--- config.mk ---
export PLATFORM = sky130hd
export DESIGN_NAME = vec_prio_core
export DESIGN_NICKNAME = d
export VERILOG_FILES = /design/src/rtl/vpc_pkg.sv /design/src/rtl/vpc_hi_find.sv /design/src/rtl/vpc_arbiter.sv /design/src/rtl/vec_prio_core.sv
export SDC_FILE = /design/constraint.sdc
export NUM_CORES = 2
export LEC_CHECK = 0
export BUFFER_PORTS_ARGS = -buffer_cell sky130_fd_sc_hd__buf_2
export CORE_MARGIN = 4
export CORE_UTILIZATION = 55
export DETAILED_ROUTE_END_ITERATION = 12
export PLACE_DENSITY = 0.74
export SLEW_MARGIN = 20
export SYNTH_ARGS = -nofsm -noshare
export SYNTH_HDL_FRONTEND = slang
export SYNTH_SLANG_ARGS = --single-unit
--- constraint.sdc ---
create_clock -name clk -period 6.17 [get_ports clk]
set_input_delay 0.3085 -clock clk [delete_from_list [all_inputs] [get_ports clk]]
set_output_delay 0.3085 -clock clk [all_outputs]
set_load 0.01 [all_outputs]
--- src/rtl/vpc_pkg.sv ---
`timescale 1ns/1ps
// Package: shared constants for the vectored interrupt priority core.
// Assumes an 8-bit vector space; the class is the upper nibble.
package vpc_pkg;
    parameter int VW        = 8;
    parameter int NUM_VEC   = 1 << VW;
    parameter int CFG_EN    = 8;
    parameter int CFG_SUP   = 12;
    parameter logic [7:0] SPV_RESET = 8'hFF;
endpackage

--- src/rtl/vpc_hi_find.sv ---
`timescale 1ns/1ps
// Module: vpc_hi_find
// Finds the highest-numbered set bit of a wide vector that is split into
// words. Purely combinational. Assumes WBITS is a power of two.
module vpc_hi_find #(
    parameter int WORDS = 8,
    parameter int WBITS = 32,
    localparam int IW   = $clog2(WORDS * WBITS),
    localparam int LW   = $clog2(WBITS)
) (
    input  logic [WORDS*WBITS-1:0] bits_i,
    output logic                   found_o,
    output logic [IW-1:0]          idx_o
);
    logic [WORDS-1:0] word_any;
    logic [LW-1:0]    word_msb [WORDS];

    for (genvar w = 0; w < WORDS; w++) begin : g_word
        // Per-word OR and most-significant-bit index.
        always_comb begin
            word_any[w] = |bits_i[w*WBITS +: WBITS];
            word_msb[w] = '0;
            for (int b = 0; b < WBITS; b++) begin
                if (bits_i[w*WBITS + b]) word_msb[w] = LW'(b);
            end
        end
    end

    // Word-level scan: a higher occupied word overrides a lower one.
    always_comb begin
        found_o = 1'b0;
        idx_o   = '0;
        for (int w = 0; w < WORDS; w++) begin
            if (word_any[w]) begin
                found_o = 1'b1;
                idx_o   = IW'(w * WBITS) + IW'(word_msb[w]);
            end
        end
    end
endmodule

--- src/rtl/vpc_arbiter.sv ---
`timescale 1ns/1ps
// Module: vpc_arbiter
// Derives the processor priority from the task priority and the highest
// in-service vector, and classifies the highest request as deliverable,
// held off or absent. Combinational; assumes 8-bit vectors.
module vpc_arbiter (
    input  logic       sw_en_i,
    input  logic [7:0] tpr_i,
    input  logic       irr_found_i,
    input  logic [7:0] irr_hi_i,
    input  logic       isr_found_i,
    input  logic [7:0] isr_hi_i,
    output logic [7:0] ppr_o,
    output logic       deliver_o,
    output logic       held_o
);
    logic [3:0] isr_cls;

    // Processor priority: task priority or in-service class, whichever is higher.
    always_comb begin
        isr_cls = isr_found_i ? isr_hi_i[7:4] : 4'h0;
        ppr_o   = (tpr_i[7:4] >= isr_cls) ? tpr_i : {isr_cls, 4'h0};
    end

    // Request classification against the processor priority.
    always_comb begin
        deliver_o = 1'b0;
        held_o    = 1'b0;
        if (sw_en_i && irr_found_i) begin
            if (ppr_o != 8'h00 && irr_hi_i[7:4] <= ppr_o[7:4]) held_o = 1'b1;
            else                                             deliver_o = 1'b1;
        end
    end
endmodule

--- src/rtl/vec_prio_core.sv ---
`timescale 1ns/1ps
// Module: vec_prio_core
// Requested / in-service / trigger-mode vector sets with priority-based
// delivery, acknowledge, end-of-interrupt and level broadcast.
// Assumes at most one owner drives each strobe; same-cycle events follow R11.
module vec_prio_core
    import vpc_pkg::*;
#(
    parameter int WBITS = 32,
    localparam int WORDS = NUM_VEC / WBITS
) (
    input  logic          clk,
    input  logic          rst_n,
    input  logic          req_valid_i,
    input  logic [VW-1:0] req_vec_i,
    input  logic          req_level_i,
    input  logic          ack_i,
    input  logic          eoi_i,
    input  logic          tpr_wr_i,
    input  logic [7:0]    tpr_data_i,
    input  logic          tpr_cls_wr_i,
    input  logic [3:0]    tpr_cls_i,
    input  logic          cfg_wr_i,
    input  logic [15:0]   cfg_data_i,
    output logic          irq_o,
    output logic [7:0]    ppr_o,
    output logic          ack_valid_o,
    output logic          ack_none_o,
    output logic [VW-1:0] ack_vec_o,
    output logic          eoi_bc_valid_o,
    output logic [VW-1:0] eoi_bc_vec_o
);
    logic [NUM_VEC-1:0] irr_q, isr_q, tmr_q;
    logic [NUM_VEC-1:0] irr_n, isr_n, tmr_n;
    logic [7:0]         tpr_q, spv_q;
    logic               en_q, sup_q;
    logic               irr_found, isr_found;
    logic [VW-1:0]      irr_hi, isr_hi;
    logic               deliver, held;

    vpc_hi_find #(.WORDS(WORDS), .WBITS(WBITS)) i_irr_find (
        .bits_i(irr_q), .found_o(irr_found), .idx_o(irr_hi));

    vpc_hi_find #(.WORDS(WORDS), .WBITS(WBITS)) i_isr_find (
        .bits_i(isr_q), .found_o(isr_found), .idx_o(isr_hi));

    vpc_arbiter i_arb (
        .sw_en_i(en_q), .tpr_i(tpr_q),
        .irr_found_i(irr_found), .irr_hi_i(irr_hi),
        .isr_found_i(isr_found), .isr_hi_i(isr_hi),
        .ppr_o(ppr_o), .deliver_o(deliver), .held_o(held));

    // Next-state of the vector sets: retire, then acknowledge, then accept.
    always_comb begin
        irr_n = irr_q;
        isr_n = isr_q;
        tmr_n = tmr_q;
        if (eoi_i && isr_found) isr_n[isr_hi] = 1'b0;
        if (ack_i && deliver) begin
            irr_n[irr_hi] = 1'b0;
            isr_n[irr_hi] = 1'b1;
        end
        if (req_valid_i) begin
            irr_n[req_vec_i] = 1'b1;
            tmr_n[req_vec_i] = req_level_i;
        end
    end

    // Vector set registers.
    always_ff @(posedge clk) begin
        if (!rst_n) begin
            irr_q <= '0;
            isr_q <= '0;
            tmr_q <= '0;
        end else begin
            irr_q <= irr_n;
            isr_q <= isr_n;
            tmr_q <= tmr_n;
        end
    end

    // Task priority and configuration registers.
    always_ff @(posedge clk) begin
        if (!rst_n) begin
            tpr_q <= 8'h00;
            spv_q <= SPV_RESET;
            en_q  <= 1'b0;
            sup_q <= 1'b0;
        end else begin
            if (tpr_wr_i)          tpr_q <= tpr_data_i;
            else if (tpr_cls_wr_i) tpr_q <= {tpr_cls_i, 4'h0};
            if (cfg_wr_i) begin
                spv_q <= cfg_data_i[7:0];
                en_q  <= cfg_data_i[CFG_EN];
                sup_q <= cfg_data_i[CFG_SUP];
            end
        end
    end

    // Registered interrupt line and response / broadcast pulses.
    always_ff @(posedge clk) begin
        if (!rst_n) begin
            irq_o          <= 1'b0;
            ack_valid_o    <= 1'b0;
            ack_none_o     <= 1'b0;
            ack_vec_o      <= '0;
            eoi_bc_valid_o <= 1'b0;
            eoi_bc_vec_o   <= '0;
        end else begin
            irq_o          <= deliver;
            ack_valid_o    <= ack_i;
            ack_none_o     <= ack_i && !deliver && !held;
            ack_vec_o      <= deliver ? irr_hi : (held ? spv_q : '0);
            eoi_bc_valid_o <= eoi_i && isr_found && tmr_q[isr_hi] && !sup_q;
            eoi_bc_vec_o   <= isr_hi;
        end
    end


    ppr_floor_chk: assert property (@(posedge clk) disable iff (!rst_n)
        (ppr_o[7:4] >= tpr_q[7:4]) && (!isr_found || ppr_o[7:4] >= isr_hi[7:4]));


    irq_enable_chk: assert property (@(posedge clk) disable iff (!rst_n)
        irq_o |-> $past(en_q));


    spur_hold_chk: assert property (@(posedge clk) disable iff (!rst_n)
        (ack_i && held && !req_valid_i && !eoi_i) |=>
            (irr_q == $past(irr_q)) && (isr_q == $past(isr_q)));


    ack_move_chk: assert property (@(posedge clk) disable iff (!rst_n)
        (ack_i && deliver) |=> isr_q[ack_vec_o] && !ack_none_o);


    bcast_level_chk: assert property (@(posedge clk) disable iff (!rst_n)
        eoi_bc_valid_o |-> $past(tmr_q[isr_hi]) && !$past(sup_q) && $past(eoi_i));


    class_excl_chk: assert property (@(posedge clk) disable iff (!rst_n)
        $onehot0({deliver, held}));
endmodule

# After elaboration in Yosys (flattened, before gate mapping)
# Cells that the tools add are included.
# W data, S select, Z words.
# op_classes
muxes,551
mul,0
n_addsub,14
n_eq_ne,0
order_cmp,8
n_reduce_logical,32
bitwise,6
shift,0
div_mod_pow,0
# op_table
cell,n
$mux W5,258
$mux W256,4
$mux W4,129
$and A256 B256 Y256,2
$not A256 Y256,2
$or A256 B256 Y256,2
$reduce_or A32 Y1,16
$bwmux W256,1
$mux W3,64
$mux W8,19
$mux W2,32
$mux W1,40
$add A7 B5 Y8 const A,4
$add A8 B5 Y8 const A,4
$lt A8 B9 Y1 const B,3
$demux W1 S8,3
$ge A8 B1 Y1 const B,3
$add A7 B6 Y8 const A,2
$add A6 B5 Y7 const A,2
$add A6 B6 Y7 const A,2
$logic_and A1 B1 Y1,11
$bmux W1 S8,1
$reduce_bool A8 Y1,1
$ge A4 B4 Y1,1
other kinds (3),5
# totals
memories,0
reg_bits,806
out_inout_bits,28
ramBits,0
word_cells,624
input_bits,45
latch_bits,0
romBits,0

# Depth between registers and ports, before layout
# depth
word_depth,50
mapped_depth,31
depth_no_buf,28

# By module
# From an unflattened synthesis, not the netlist that was laid out.
# unflattened
cells_unflattened,4950
area_unflattened_um2,39643.0
# modules_own_cells
mod,n_inst,area_each_um2,seq_area_each_um2,cells_per_inst
vec_prio_core,1,32994.1,16135.5,3817
vpc_hi_find,2,3101.7,0.0,540
vpc_arbiter,1,445.4,0.0,53

# Least setup slack after synthesis
# OpenSTA, ideal clock, no wires.
# synth_timing
kind,register to register
start,register isr_q[189]
end,register irr_q[197]
path_buffers,1
setup_time_ns,0.132
arrival_ns,6.084
synth_period_minus_slack_ns,6.216
path_stages_with_launch,29
required_time_ns,6.038
slack_ns,-0.046
cell_sequence,dfxtp_1 > or4_4 > or4b_4 > nor3_1 > a2bb2oi_1 > a21o_1 > a21o_1 > ha_1 > nand2b_1 > a21o_1 > a21o_1 > a21oi_1 > clkbuf_1 > nor2_1 > a21oi_1 > inv_1 > ha_1 > nor2b_1 > o21ai_0 > nand2b_1 > a21oi_1 > a41o_1 > o31ai_4 > nand3_1 > or3_1 > nor3_1 > nand3_1 > nand2_1 > a21oi_1
# synth_between
elab_chain_cells,18
word_cells_on_any_way,23
cone_classes,add/sub (1); order compare (2); mux (15); bitwise (1); reduce/logical (4)
# synth_rtl
element,line_no,source
from (decl),vec_prio_core.sv:33,"logic [NUM_VEC-1:0] irr_q, isr_q, tmr_q;"
from (signal assigned),vec_prio_core.sv:77,isr_q <= isr_n;
$mux W5 (3 in series),vpc_hi_find.sv:24,if (bits_i[w*WBITS + b]) word_msb[w] = LW'(b);
$add A8 B5 Y8,vpc_hi_find.sv:36,idx_o = IW'(w * WBITS) + IW'(word_msb[w]);
$mux W8 (3 in series),vpc_hi_find.sv:34,if (word_any[w]) begin
$mux W4 (*),vpc_arbiter.sv:21,isr_cls = isr_found_i ? isr_hi_i[7:4] : 4'h0;
$ge A4 B4 Y1,vpc_arbiter.sv:22,"ppr_o = (tpr_i[7:4] >= isr_cls) ? tpr_i : {isr_cls, 4'h0};"
$mux W8 (*),vpc_arbiter.sv:22,
named net ppr_o[5],vec_prio_core.sv:26,"output logic [7:0] ppr_o,"
$le A4 B4 Y1 or $reduce_bool A8 Y1 (tied branches),vpc_arbiter.sv:30,if (ppr_o != 8'h00 && irr_hi_i[7:4] <= ppr_o[7:4]) held_o = 1'b1;
$logic_and A1 B1 Y1 (*),vpc_arbiter.sv:30,
$mux W1 (*),vpc_arbiter.sv:30,
$mux W1 (*),vpc_arbiter.sv:29,if (sw_en_i && irr_found_i) begin
$logic_and A1 B1 Y1 (*),vec_prio_core.sv:59,if (ack_i && deliver) begin
$mux W256 (*),vec_prio_core.sv:59,
$or A256 B256 Y256 (no source line),-,
$mux W256 (*),vec_prio_core.sv:63,if (req_valid_i) begin
to (signal assigned),vec_prio_core.sv:76,irr_q <= irr_n;
to (decl),vec_prio_core.sv:33,
# Mark *: on every way through the listed nets, which the timed path passes. The rest lies on a longest branch.
# A chain may end at the register's enable or synchronous reset.

# Worst setup path in the final report
# layout_timing
start,register isr_q[232]
end,register eoi_bc_valid_o
# layout_between
elab_chain_cells,30
word_cells_on_any_way,33
cone_classes,add/sub (1); mux (28); reduce/logical (4)
# layout_rtl
element,line_no,source
$mux W4 (8 in series),vpc_hi_find.sv:24,
$mux W5 (16 in series),vpc_hi_find.sv:24,
$add A6 B6 Y7,vpc_hi_find.sv:36,
$mux W8,vpc_hi_find.sv:34,
$bmux W1 S8,vec_prio_core.sv:114,eoi_bc_valid_o <= eoi_i && isr_found && tmr_q[isr_hi] && !sup_q;
$mux W1 (implied by the code),vec_prio_core.sv:114,
$logic_and A1 B1 Y1 (*) (2 in series),vec_prio_core.sv:114,
to (signal assigned),vec_prio_core.sv:114,
to (decl),vec_prio_core.sv:30,"output logic eoi_bc_valid_o,"
# Mark *: on every way between the ends. The rest lies on a longest branch, timed or not. The select of a mux whose other input is x is not followed.

==> out/qor.yml <==
outcome:
  status: "complete, no violations"
floorplan:
  initial_utilization_pct: 55.50
  die_h_um: 273.8
  io_pins: 73
  die-width_um: 273.8
  dieArea_um2: 74990
  row_count: 97
  coreArea_um2: 70030
global_routing:
  first_global_vias: 38660
  grt-ovfl-total: 0
  antenna_found_initial: 7
  grtUsageTotal_pct: 43.70
  grt_max_degree: 220
  grt_pass1_wl_um: 248400
final_layout:
  nFillCells: 6244
  final_cell_mix: "dfxtp_1 (806), nor2_1 (681), nand2_1 (626)"
  multi_input_comb_area_um2: 21280
  final_common_cell: "dfxtp_1"
  drive_gt1_share_pct: 10.87
  post-route-util_pct: 63.65
  final_nets: 5226
  syn_to_final_growth_pct: 14.68
  regArea_um2: 16140
  finalNonFillerCells: 6191
synthesis:
  yosysTopAreaCell: "dfxtp_1"
  yosysUniqueCellTypes: 84
  synth_edf_count: 0
  ys.flop_type: "dfxtp_1"
  synth.area.top_cells: "dfxtp_1 (42%), o21ai_0 (7.0%), nor2_1 (6.8%)"
  async_flop_share_pct: 0
  yosysSeqAreaShare_pct: 41.51
  synth.net_count: 5129
  synth-seq-cells: 806
  netlist_instances: 5076
  yosys_warnings: 0
  syn_area_per_cell_um2: 7.657
  syn_area_um2: 38870
  synth_top_area_share_pct: 41.51
clocking:
  clock_latency_ps: 690
  numCtsBuffers: 87
  cts.root.buffer_cell: "clkbuf_16"
  htree_levels: 3
  clk_transition_reported_paths_ps: 60
  clockBufferDepth: 3
  clock-sinks: 806
  cts_tree: "done"
timing:
  grt_setup_unrepaired: "false"
  maxSlewViolCount: 0
  setup_viol: 0
  fin_crit_sh_pct: 97.57
  fmax_mhz: 166.1
  tightest_slew_ps: 1169
  finalCriticalPeriod_ps: 6020
  slew_headroom_pct: 21.77
  hold_viol_final: 0
  setup_slack_ps: 150.2
  finClkSkew_ps: 32.08
critical_path:
  worstPathArrival_ps: 6610
  critical_path_class: "reg -> reg"
  crit_chain: "nor4_1 -> nand2_1 -> nor2_1 -> nand2_1 -> o211ai_1 -> nand2_1 -> a211oi_1 -> or2_4 -> buf_4 -> mux2i_1 -> mux2i_1 -> o211ai_1 -> or4_1 -> or4_1 -> a31oi_1 -> buf_4 -> o21a_1"
  crit_slowest_cell: "nor4_1"
  endpoint_kind: "register"
  cp_common_cell: "nand2_1"
  max_stage_delay_ps: 600
  critPathMaxFanout: 16
  cp.required_ps: 6760
  cp_num_buf_inv: 2
  crit_family: "simple AND/OR/NAND/NOR gates"
  cp-start-kind: "register"
job:
  max_cap_violations: 0
placement:
  place_ws_ps: -91.58
  hpwl_um: 114000
  io_buffers: 66
  place.gp.congestion: 1.084
  dp_cells: 6005
detailed_routing:
  drt_pass1_iterations: 9
  wl_per_cell_um: 27.66
  routed_wl_um: 171200
  routed-via-count: 42560
  drc_errors: 0
  ant_nets: 0
  viasPerCell: 6.874
  drtIter0Drc: 7648
power:
  ir_worst_vdd_mv: 0.2361
  pwr-share-clk_pct: 44.9
  swShare_pct: 28.24
  intPower_uw: 8581
  seqPwrFrac_pct: 43.8
  p_per_area_nw_per_um2: 268.3
  switching_power_uw: 3377
  pwr-share-comb_pct: 11.3
  post-layout-total-power_uw: 11960
  power.leakage_uw: 0.01620
worst_hold_path:
  hp-class: "in -> reg"
-- layer usage --
| layer | wire length (um) | track usage (%) | vias to the layer above | share of wire [%] |
|---|---|---|---|---|
| li1 | - | - | 18610 | - |
| met1 | 61400 | 54.27 | 19740 | 36 |
| met2 | 67920 | 61.86 | 3255 | 40 |
| met3 | 24000 | 13.99 | 948 | 14 |
| met4 | 17740 | 35.14 | 10 | 10 |
| met5 | 158 | 0.9868 | - | 0.092 |
-- cell usage after synthesis, types with 28 or more instances --
master,instances
a21oi_1,424
mux2i_1,254
nor2_1,699
o31ai_1,49
a311oi_1,36
o21bai_1,28
inv_1,118
o21ai_0,543
nand4_1,36
o22ai_1,202
nor2b_1,37
nand2_1,638
nand3_1,149
a31oi_1,89
nor3_1,96
nand2b_1,32
or4_1,35
dfxtp_1,806
a211oi_1,38
nor4_1,137
clkbuf_1,283
-- worst min-delay path: stages --
cell	delay (ps)
buf_2	80
mux2i_1	60
nor2_1	90
a21oi_1	50
nor2_1	70
-- layout make-up --
cell class	instances	area share [%]
timing repair buffer	332	5.861
sequential	806	36.20
antenna	9	0.05053
clock buffer	121	5.600
clock inverter	37	0.8927
multi-input combinational	3827	47.74
tap	940	2.639
inverter	119	1.019
-- stage by stage --
stage	area [um2]	hold slack, ps	setup TNS (ps)
6_report	44570	15.39	0
5_1_grt	44560	38.11	0
4_1_cts	44410	0.4005	0
3_5_place_dp	41330	444.2	-1100
3_3_place_gp	41330	440.0	0
2_1_floorplan	38870	431.3	0
-- cell families after synthesis --
| group | share of synthesized area [%] |
|---|---|
| compound gates | 24.69 |
| fa+ha+maj | 0.2575 |
| buf+inv | 4.442 |
| flops | 41.51 |
| mux | 6.715 |
| simple gates | 22.38 |
-- timing repair --
item                                   4_1_cts  5_1_grt
gates resized for setup                      3       39
endpoints found under the hold margin       18        0
buffers inserted                             0        1
hold buffers                                18        0
setup endpoints to repair                   43      381
pin swaps                                    0        4
-- flip-flops by register name, summed over array words and instances, names as in the netlist --
name	flops
eoi_bc_vec_o	8
irq_o	1
ack_none_o	1
irr_q	256
tmr_q	256
spv_q	8
tpr_q	8
ack_valid_o	1
eoi_bc_valid_o	1
en_q	1
ack_vec_o	8
sup_q	1
isr_q	256
-- power groups by stage --
stage | Combinational [uW] | Clock [uW] | Sequential [uW]
2_1_floorplan | 560 | 0 | 5350
3_3_place_gp | 1230 | 0 | 5350
3_5_place_dp | 1230 | 0 | 5350
4_1_cts | 1240 | 5350 | 5230
5_1_grt | 1330 | 5550 | 5230
6_report | 1360 | 5370 | 5230
-- final timing paths --
kind	cells after the start	from	slack, ps	to
min reg2reg	2	tmr_q[29]	460	tmr_q[29]
max	17	isr_q[232]	150	eoi_bc_valid_o
max reg2reg	17	isr_q[232]	150	eoi_bc_valid_o
min	5	tpr_cls_i[0]	20	tpr_q[4]
Note: power is estimated with default switching activity, not from simulation.
